$ cat config.mk
export PLATFORM = sky130hd
export DESIGN_NAME = pfgate_top
export DESIGN_NICKNAME = d
export VERILOG_FILES = /design/src/rtl/pfgate_pkg.sv /design/src/rtl/pfgate_sync.sv /design/src/rtl/pfgate_ctrl.sv /design/src/rtl/pfgate_dp.sv /design/src/rtl/pfgate_top.sv
export SDC_FILE = /design/constraint.sdc
export NUM_CORES = 1
export LEC_CHECK = 0
export BUFFER_PORTS_ARGS = -buffer_cell sky130_fd_sc_hd__buf_2
export CORE_AREA = 2 2 39 41
export CTS_CLUSTER_DIAMETER = 40
export DETAILED_ROUTE_END_ITERATION = 6
export DIE_AREA = 0 0 41 43
export PLACE_DENSITY_LB_ADDON = 0.05
export RECOVER_POWER = 50
export SLEW_MARGIN = 10
export SYNTH_ARGS = -nofsm -noshare
export SYNTH_HDL_FRONTEND = slang
export SYNTH_SLANG_ARGS = --single-unit
$ cat constraint.sdc
create_clock -name clk -period 3.6 [get_ports clk]
set_clock_uncertainty 0.1 [all_clocks]
set_input_delay 0 -clock clk [delete_from_list [all_inputs] [get_ports clk]]
set_output_delay 0 -clock clk [all_outputs]
set_load 0.005 [all_outputs]
$ cat src/rtl/pfgate_pkg.sv
package pfgate_pkg;

  typedef enum logic [1:0] {
    ST_NORMAL  = 2'd0,
    ST_DRAIN   = 2'd1,
    ST_PROTECT = 2'd2,
    ST_RECOVER = 2'd3
  } pfState_t;

  typedef struct packed {
    logic loadWp;
    logic decWp;
    logic loadRec;
    logic decRec;
    logic passEn;
    logic rstRelease;
    logic protFlag;
  } ctrlStrobe_t;

endpackage

$ cat src/rtl/pfgate_sync.sv
module pfgate_sync #(
  parameter int STAGES = 2
) (
  input  logic clk,
  input  logic rstN,
  input  logic asyncIn,
  output logic syncOut
);
  logic [STAGES-1:0] chain;

  generate
    if (STAGES == 1) begin : gSingle
      always_ff @(posedge clk or negedge rstN) begin
        if (!rstN) chain <= '0;
        else       chain <= asyncIn;
      end
    end else begin : gMulti
      always_ff @(posedge clk or negedge rstN) begin
        if (!rstN) chain <= '0;
        else       chain <= {chain[STAGES-2:0], asyncIn};
      end
    end
  endgenerate

  assign syncOut = chain[STAGES-1];
endmodule

$ cat src/rtl/pfgate_ctrl.sv
module pfgate_ctrl
  import pfgate_pkg::*;
(
  input  logic        clk,
  input  logic        rstN,
  input  logic        pgSync,
  input  logic        hostCeN,
  input  logic        wpDone,
  input  logic        recDone,
  output ctrlStrobe_t strobe,
  output pfState_t    stateQ
);
  pfState_t stateD;

  always_comb begin
    stateD = stateQ;
    unique case (stateQ)
      ST_NORMAL: begin
        if (!pgSync) stateD = hostCeN ? ST_PROTECT : ST_DRAIN;
      end
      ST_DRAIN: begin
        if (hostCeN || wpDone) stateD = ST_PROTECT;
      end
      ST_PROTECT: begin
        if (pgSync) stateD = ST_RECOVER;
      end
      ST_RECOVER: begin
        if (!pgSync)      stateD = ST_PROTECT;
        else if (recDone) stateD = ST_NORMAL;
      end
      default: stateD = ST_PROTECT;
    endcase
  end

  always_ff @(posedge clk or negedge rstN) begin
    if (!rstN) stateQ <= ST_PROTECT;
    else       stateQ <= stateD;
  end

  always_comb begin
    strobe            = '0;
    strobe.loadWp     = (stateQ == ST_NORMAL) && !pgSync && !hostCeN;
    strobe.decWp      = (stateQ == ST_DRAIN);
    strobe.loadRec    = (stateQ == ST_PROTECT) && pgSync;
    strobe.decRec     = (stateQ == ST_RECOVER);
    strobe.passEn     = (stateQ == ST_NORMAL) || (stateQ == ST_DRAIN);
    strobe.rstRelease = (stateQ == ST_NORMAL);
    strobe.protFlag   = (stateQ == ST_PROTECT) || (stateQ == ST_RECOVER);
  end
endmodule

$ cat src/rtl/pfgate_dp.sv
module pfgate_dp
  import pfgate_pkg::*;
#(
  parameter int WP_CYCLES      = 8,
  parameter int RECOVER_CYCLES = 20
) (
  input  logic        clk,
  input  logic        rstN,
  input  logic        hostCeN,
  input  ctrlStrobe_t strobe,
  output logic        wpDone,
  output logic        recDone,
  output logic        memCeN,
  output logic        resetN,
  output logic        wrProtect
);
  localparam int WP_W  = (WP_CYCLES > 1)      ? $clog2(WP_CYCLES)      : 1;
  localparam int REC_W = (RECOVER_CYCLES > 1) ? $clog2(RECOVER_CYCLES) : 1;
  localparam logic [WP_W-1:0]  WP_LOAD  = WP_W'(WP_CYCLES - 1);
  localparam logic [REC_W-1:0] REC_LOAD = REC_W'(RECOVER_CYCLES - 1);

  logic [WP_W-1:0]  wpCnt;
  logic [REC_W-1:0] recCnt;

  always_ff @(posedge clk or negedge rstN) begin
    if (!rstN) begin
      wpCnt <= '0;
    end else if (strobe.loadWp) begin
      wpCnt <= WP_LOAD;
    end else if (strobe.decWp && (wpCnt != '0)) begin
      wpCnt <= wpCnt - 1'b1;
    end
  end

  always_ff @(posedge clk or negedge rstN) begin
    if (!rstN) begin
      recCnt <= '0;
    end else if (strobe.loadRec) begin
      recCnt <= REC_LOAD;
    end else if (strobe.decRec && (recCnt != '0)) begin
      recCnt <= recCnt - 1'b1;
    end
  end

  assign wpDone    = (wpCnt == '0);
  assign recDone   = (recCnt == '0);
  assign memCeN    = hostCeN | ~strobe.passEn;
  assign resetN    = strobe.rstRelease;
  assign wrProtect = strobe.protFlag;
endmodule

$ cat src/rtl/pfgate_top.sv
module pfgate_top
  import pfgate_pkg::*;
#(
  parameter int SYNC_STAGES    = 2,
  parameter int WP_CYCLES      = 8,
  parameter int RECOVER_CYCLES = 20
) (
  input  logic clk,
  input  logic rstN,
  input  logic pwrGoodAsync,
  input  logic hostCeN,
  output logic memCeN,
  output logic resetN,
  output logic wrProtect
);
  logic        pgSync;
  logic        wpDone;
  logic        recDone;
  ctrlStrobe_t strobe;
  pfState_t    stateQ;

  pfgate_sync #(.STAGES(SYNC_STAGES)) uSync (
    .clk     (clk),
    .rstN    (rstN),
    .asyncIn (pwrGoodAsync),
    .syncOut (pgSync)
  );

  pfgate_ctrl uCtrl (
    .clk     (clk),
    .rstN    (rstN),
    .pgSync  (pgSync),
    .hostCeN (hostCeN),
    .wpDone  (wpDone),
    .recDone (recDone),
    .strobe  (strobe),
    .stateQ  (stateQ)
  );

  pfgate_dp #(
    .WP_CYCLES      (WP_CYCLES),
    .RECOVER_CYCLES (RECOVER_CYCLES)
  ) uDp (
    .clk       (clk),
    .rstN      (rstN),
    .hostCeN   (hostCeN),
    .strobe    (strobe),
    .wpDone    (wpDone),
    .recDone   (recDone),
    .memCeN    (memCeN),
    .resetN    (resetN),
    .wrProtect (wrProtect)
  );
endmodule

# Yosys cells after proc, flatten, opt, wreduce, memory -nomap -nowiden
# Cells that the tools add are included.
# op_classes
n_addsub,2
n_eq_ne,7
n_bitwise,2
n_reduce_logical,18
muxes,11
# ops
op,count
$mux W2,6
$mux W5,2
$pmux W2 S4,1
$mux W3,2
$ne A2 B2 Y1 const B,3
$logic_and A1 B1 Y1,5
$logic_not A5 Y1,1
$reduce_bool A5 Y1,1
$sub A5 B1 Y5 const B,1
$eq A2 B2 Y1 const B,2
$reduce_and A4 Y1,1
$reduce_bool A2 Y1,2
$logic_not A3 Y1,1
$logic_or A1 B1 Y1,3
$ne A3 B3 Y1 const B,1
$reduce_bool A3 Y1,1
$sub A3 B1 Y3 const B,1
$eq A2 B1 Y1 const B,1
$logic_not A1 Y1,2
$logic_not A2 Y1,1
$not A1 Y1,1
$or A1 B1 Y1,1
# word_totals
output_inout_bits,3
register_bits,12
in_bits,4
word_cells,44

# Logic depth before layout (Yosys ltp)
# logic_depth
depth_word,4
depth_mapped,7
ltp_nobuf,6

# Modules after synthesis
# A second synthesis with hierarchy kept.
# unflattened
cells_unflattened,63
hier_area_um2,668.1
# by_module_without_submodules
module,area_each_um2,n_inst,seq_area_each_um2,cells_each
pfgate_dp,456.7,1,200.2,43
pfgate_ctrl,161.4,1,51.3,18
pfgate_sync,50.0,1,50.0,2

# Worst setup path after synthesis
# OpenSTA, ideal clock, no wires.
# synth_path
kind,reg-to-reg
startpoint,reg uDp.wpCnt[0]
endpoint,reg uDp.wpCnt[0]
setup_time_ns,0.121
arrival_time_ns,1.388
path_slack_ns,1.991
n_path_buf,1
stages_incl_launch_ff,8
period_less_slack_ns,1.609
t_required_ns,3.379
path_cell_list,dfrtp_1 > inv_1 > ha_1 > ha_1 > or3b_1 > clkbuf_1 > xnor2_1 > nand2_1
# synth_via
elab_chain_len,3
elab_cells_between_ends,6
cone_classes,add/sub (1); mux (2); reduce/logical (3)
# synth_lines
element,line,text
start: declaration,pfgate_dp.sv:22,logic [WP_W-1:0] wpCnt;
start signal: assignment,pfgate_dp.sv:31,wpCnt <= wpCnt - 1'b1;
$sub A3 B1 Y3 or $reduce_bool A3 Y1 (tied branches),"pfgate_dp.sv:31, pfgate_dp.sv:30",
$mux W3 or $logic_and A1 B1 Y1 (tied branches),pfgate_dp.sv:30,end else if (strobe.decWp && (wpCnt != '0)) begin
$mux W3 or $reduce_bool A2 Y1 (tied branches),-,
# Several ways; a longest one is shown, not always the timed one. The select of a mux whose other input is x is not followed.
# A chain may end at the register's enable or synchronous reset.

# Final worst setup path
# Same ends and word-level chain as after synthesis.

==> impl_metrics.ini <==
[clock_network]
cts.repair.resized = 0
cts_root_buf = clkbuf_4
cts-htree-levels = 1
cts_buffer_depth = 2
clkTransAtPathRegs_ps = 80
clkLatencyLatePin_ps = 270
clkSinkCount = 12
cts_made_buffers = 3
holdBufCountCts = 2
cts_tree = built
cts_setup_buffers = 0

[cells_and_area]
diodes = 0
drive_above_1_share_pct = 20.8
final_cells = 88
finish.utilization_pct = 52.9
finalNetCount = 80
syn_to_final_growth_pct = 13.8

[setup_path]
critPathArrivalTime_ps = 1710
crit_required_ps = 3660
cp-start-kind = flop
cpPeakStageDelay_ps = 440
critPathKind = reg2reg
worst_path_max_delay_cell = or3b_1
cp_max_fo = 5
path_common_cell = ha_1
crit_chain = inv_1 > ha_1 > ha_1 > or3b_1 > xnor2_1 > nand2_1
critPathCaptureType = flop

[sta]
whs_ps = 5.21
slew_headroom_pct = 57.2
tightest_slew_ps = 643
rsz0062_at_grt = no
period_minus_slack_ps = 1650
hold_viol = 0
final-max-slew-violation-count = 0
maxClockFrequency_mhz = 607
setup_viol = 0
period_share_pct = 45.8
setup-tns-final_ps = 0
fin_ws_ps = 1950

[placed_design]
portBuffers = 6
gp_congestion = 0.795
place_hpwl_um = 779
pre_cts_ws_ps = 1950
placedCellCount = 82

[floorplanning]
die_x_um = 41
num_rows = 14
io-pin-count = 7
dieArea_sq_um = 1760
start_util_pct = 46.5
coreArea_sq_um = 1380
die_h_um = 43

[pwr]
p_leak_nw = 0.336
switchingPower_w = 0.000176
p_comb_share_pct = 32.0
cellPowerDensity_nw_per_um2 = 697
pwr-share-clk_pct = 21.2
swShare_pct = 34.6
ir_drop_uv = 394
p_seq_share_pct = 46.8
intPower_w = 0.000334

[global_routing]
grt_max_degree = 15
grt_overflow_total = 0
grt_use_total_pct = 17.6
grt_pass1_wl_mm = 1.99
grt_pass1_vias = 456
antenna_found_initial = 0

[logic_synthesis]
synthCells = 64
synth_top_area_share_pct = 42.8
synthDistinctLibCells = 29
syn_nets = 71
yosysMostFrequentCell = dfrtp_1
ys.flop_type = dfrtp_1
ys_top_cells_by_area = dfrtp_1 (43%), ha_1 (5.8%), o21ai_0 (4.7%), dfstp_2 (4.1%), inv_1 (2.9%)
synth_top_cell_by_area = dfrtp_1
synthesis.area_sq_um = 643
synth_edf_count = 0
ys_ff_latch = 12
synthArstFlopShare_pct = 100
synth_warnings = 0
synth_top_cells_by_count = dfrtp_1 (11), o21ai_0 (6), inv_1 (5), nand2_1 (5)
avgSynthCellArea_sq_um = 10.0
ys_seq_area_share_pct = 46.9

[detailed_routing]
first_iter_violations = 4
vias = 480
detail-route-antenna-nets = 0
drt-wirelength-per-cell_um = 12.7
firstDrtPassIters = 3
drc = 0
routed_via_density = 5.45
drt_wl_total_mm = 1.12

[hold_path]
hp-class = in2reg

[flow_run]
cap_violations = 0

[status]
status = finished clean
final timing paths:
path                           startpoint              end  slack, ps  depth (start not counted)
setup / recovery             uDp.wpCnt[0]     uDp.wpCnt[0]       1950                          6
hold / removal                    hostCeN  uCtrl.stateQ[1]          5                          3
setup reg to reg             uDp.wpCnt[0]     uDp.wpCnt[0]       1950                          6
hold reg to reg            uSync.chain[0]   uSync.chain[1]        250                          0
max in group asynchronous            rstN    uDp.recCnt[3]       2840                          2
min in group asynchronous            rstN   uSync.chain[0]        150                          2
logic make-up (layout without fill, tap and decap cells):
group / count (synthesis) / count (layout) / synth area share, %
compound gates: 17 / 17 / 18.1
flops: 12 / 12 / 46.9
xor+xnor: 1 / 1 / 1.36
simple gates: 22 / 22 / 22.4
buf+inv: 9 / 17 / 5.45
fa+ha+maj: 3 / 3 / 5.84
metal layers:
layer  wire, um  track usage (%)
met3         28             4.71
met5          0                0
met2        480             23.1
met1        579             24.1
met4         32             12.0
through the flow:
stage               total power, W  area [sq um]
finish                    0.000510           732
global placement          0.000400           677
CTS                       0.000515           733
global route              0.000561           732
floorplan                 0.000363           643
detailed placement        0.000405           677
flip-flops by register name (all words and copies together) (netlist names):
signal / cells
uSync.chain: 2
uDp.wpCnt: 3
uDp.recCnt: 5
uCtrl.stateQ: 2
cell usage in the layout (no fill, tap or decap), types with 3 or more instances in the layout:
cell,count
inv_1,5
nor2b_1,3
ha_1,3
o21ai_0,6
clkbuf_4,3
nand2_1,5
dfrtp_1,11
buf_2,5
power by group through the flow:
stage	Sequential [W]	Combinational [W]	Clock (W)
detailed placement	0.000241	0.000164	0
global placement	0.000240	0.000161	0
finish	0.000239	0.000163	0.000108
CTS	0.000238	0.000167	0.000110
global route	0.000248	0.000195	0.000117
floorplan	0.000222	0.000141	0
critical path: cells and delay by family, from the launching register on:
kind | cells | cell delay [ps]
adders and majority gates | 2 | 390
xor gates and xnor gates | 1 | 160
DFF | 1 | 320
buffers and inverters | 1 | 50
and+or+nand+nor | 2 | 510
area by class of cell:
type	count	area, sq um
inverter	5	18.8
multi-input combinational	43	307
timing repair buffer	8	48.8
tap	16	20.0
fill	127	652
sequential	12	302
clock buffer	4	36.3
(Power assumes the default switching activity.)
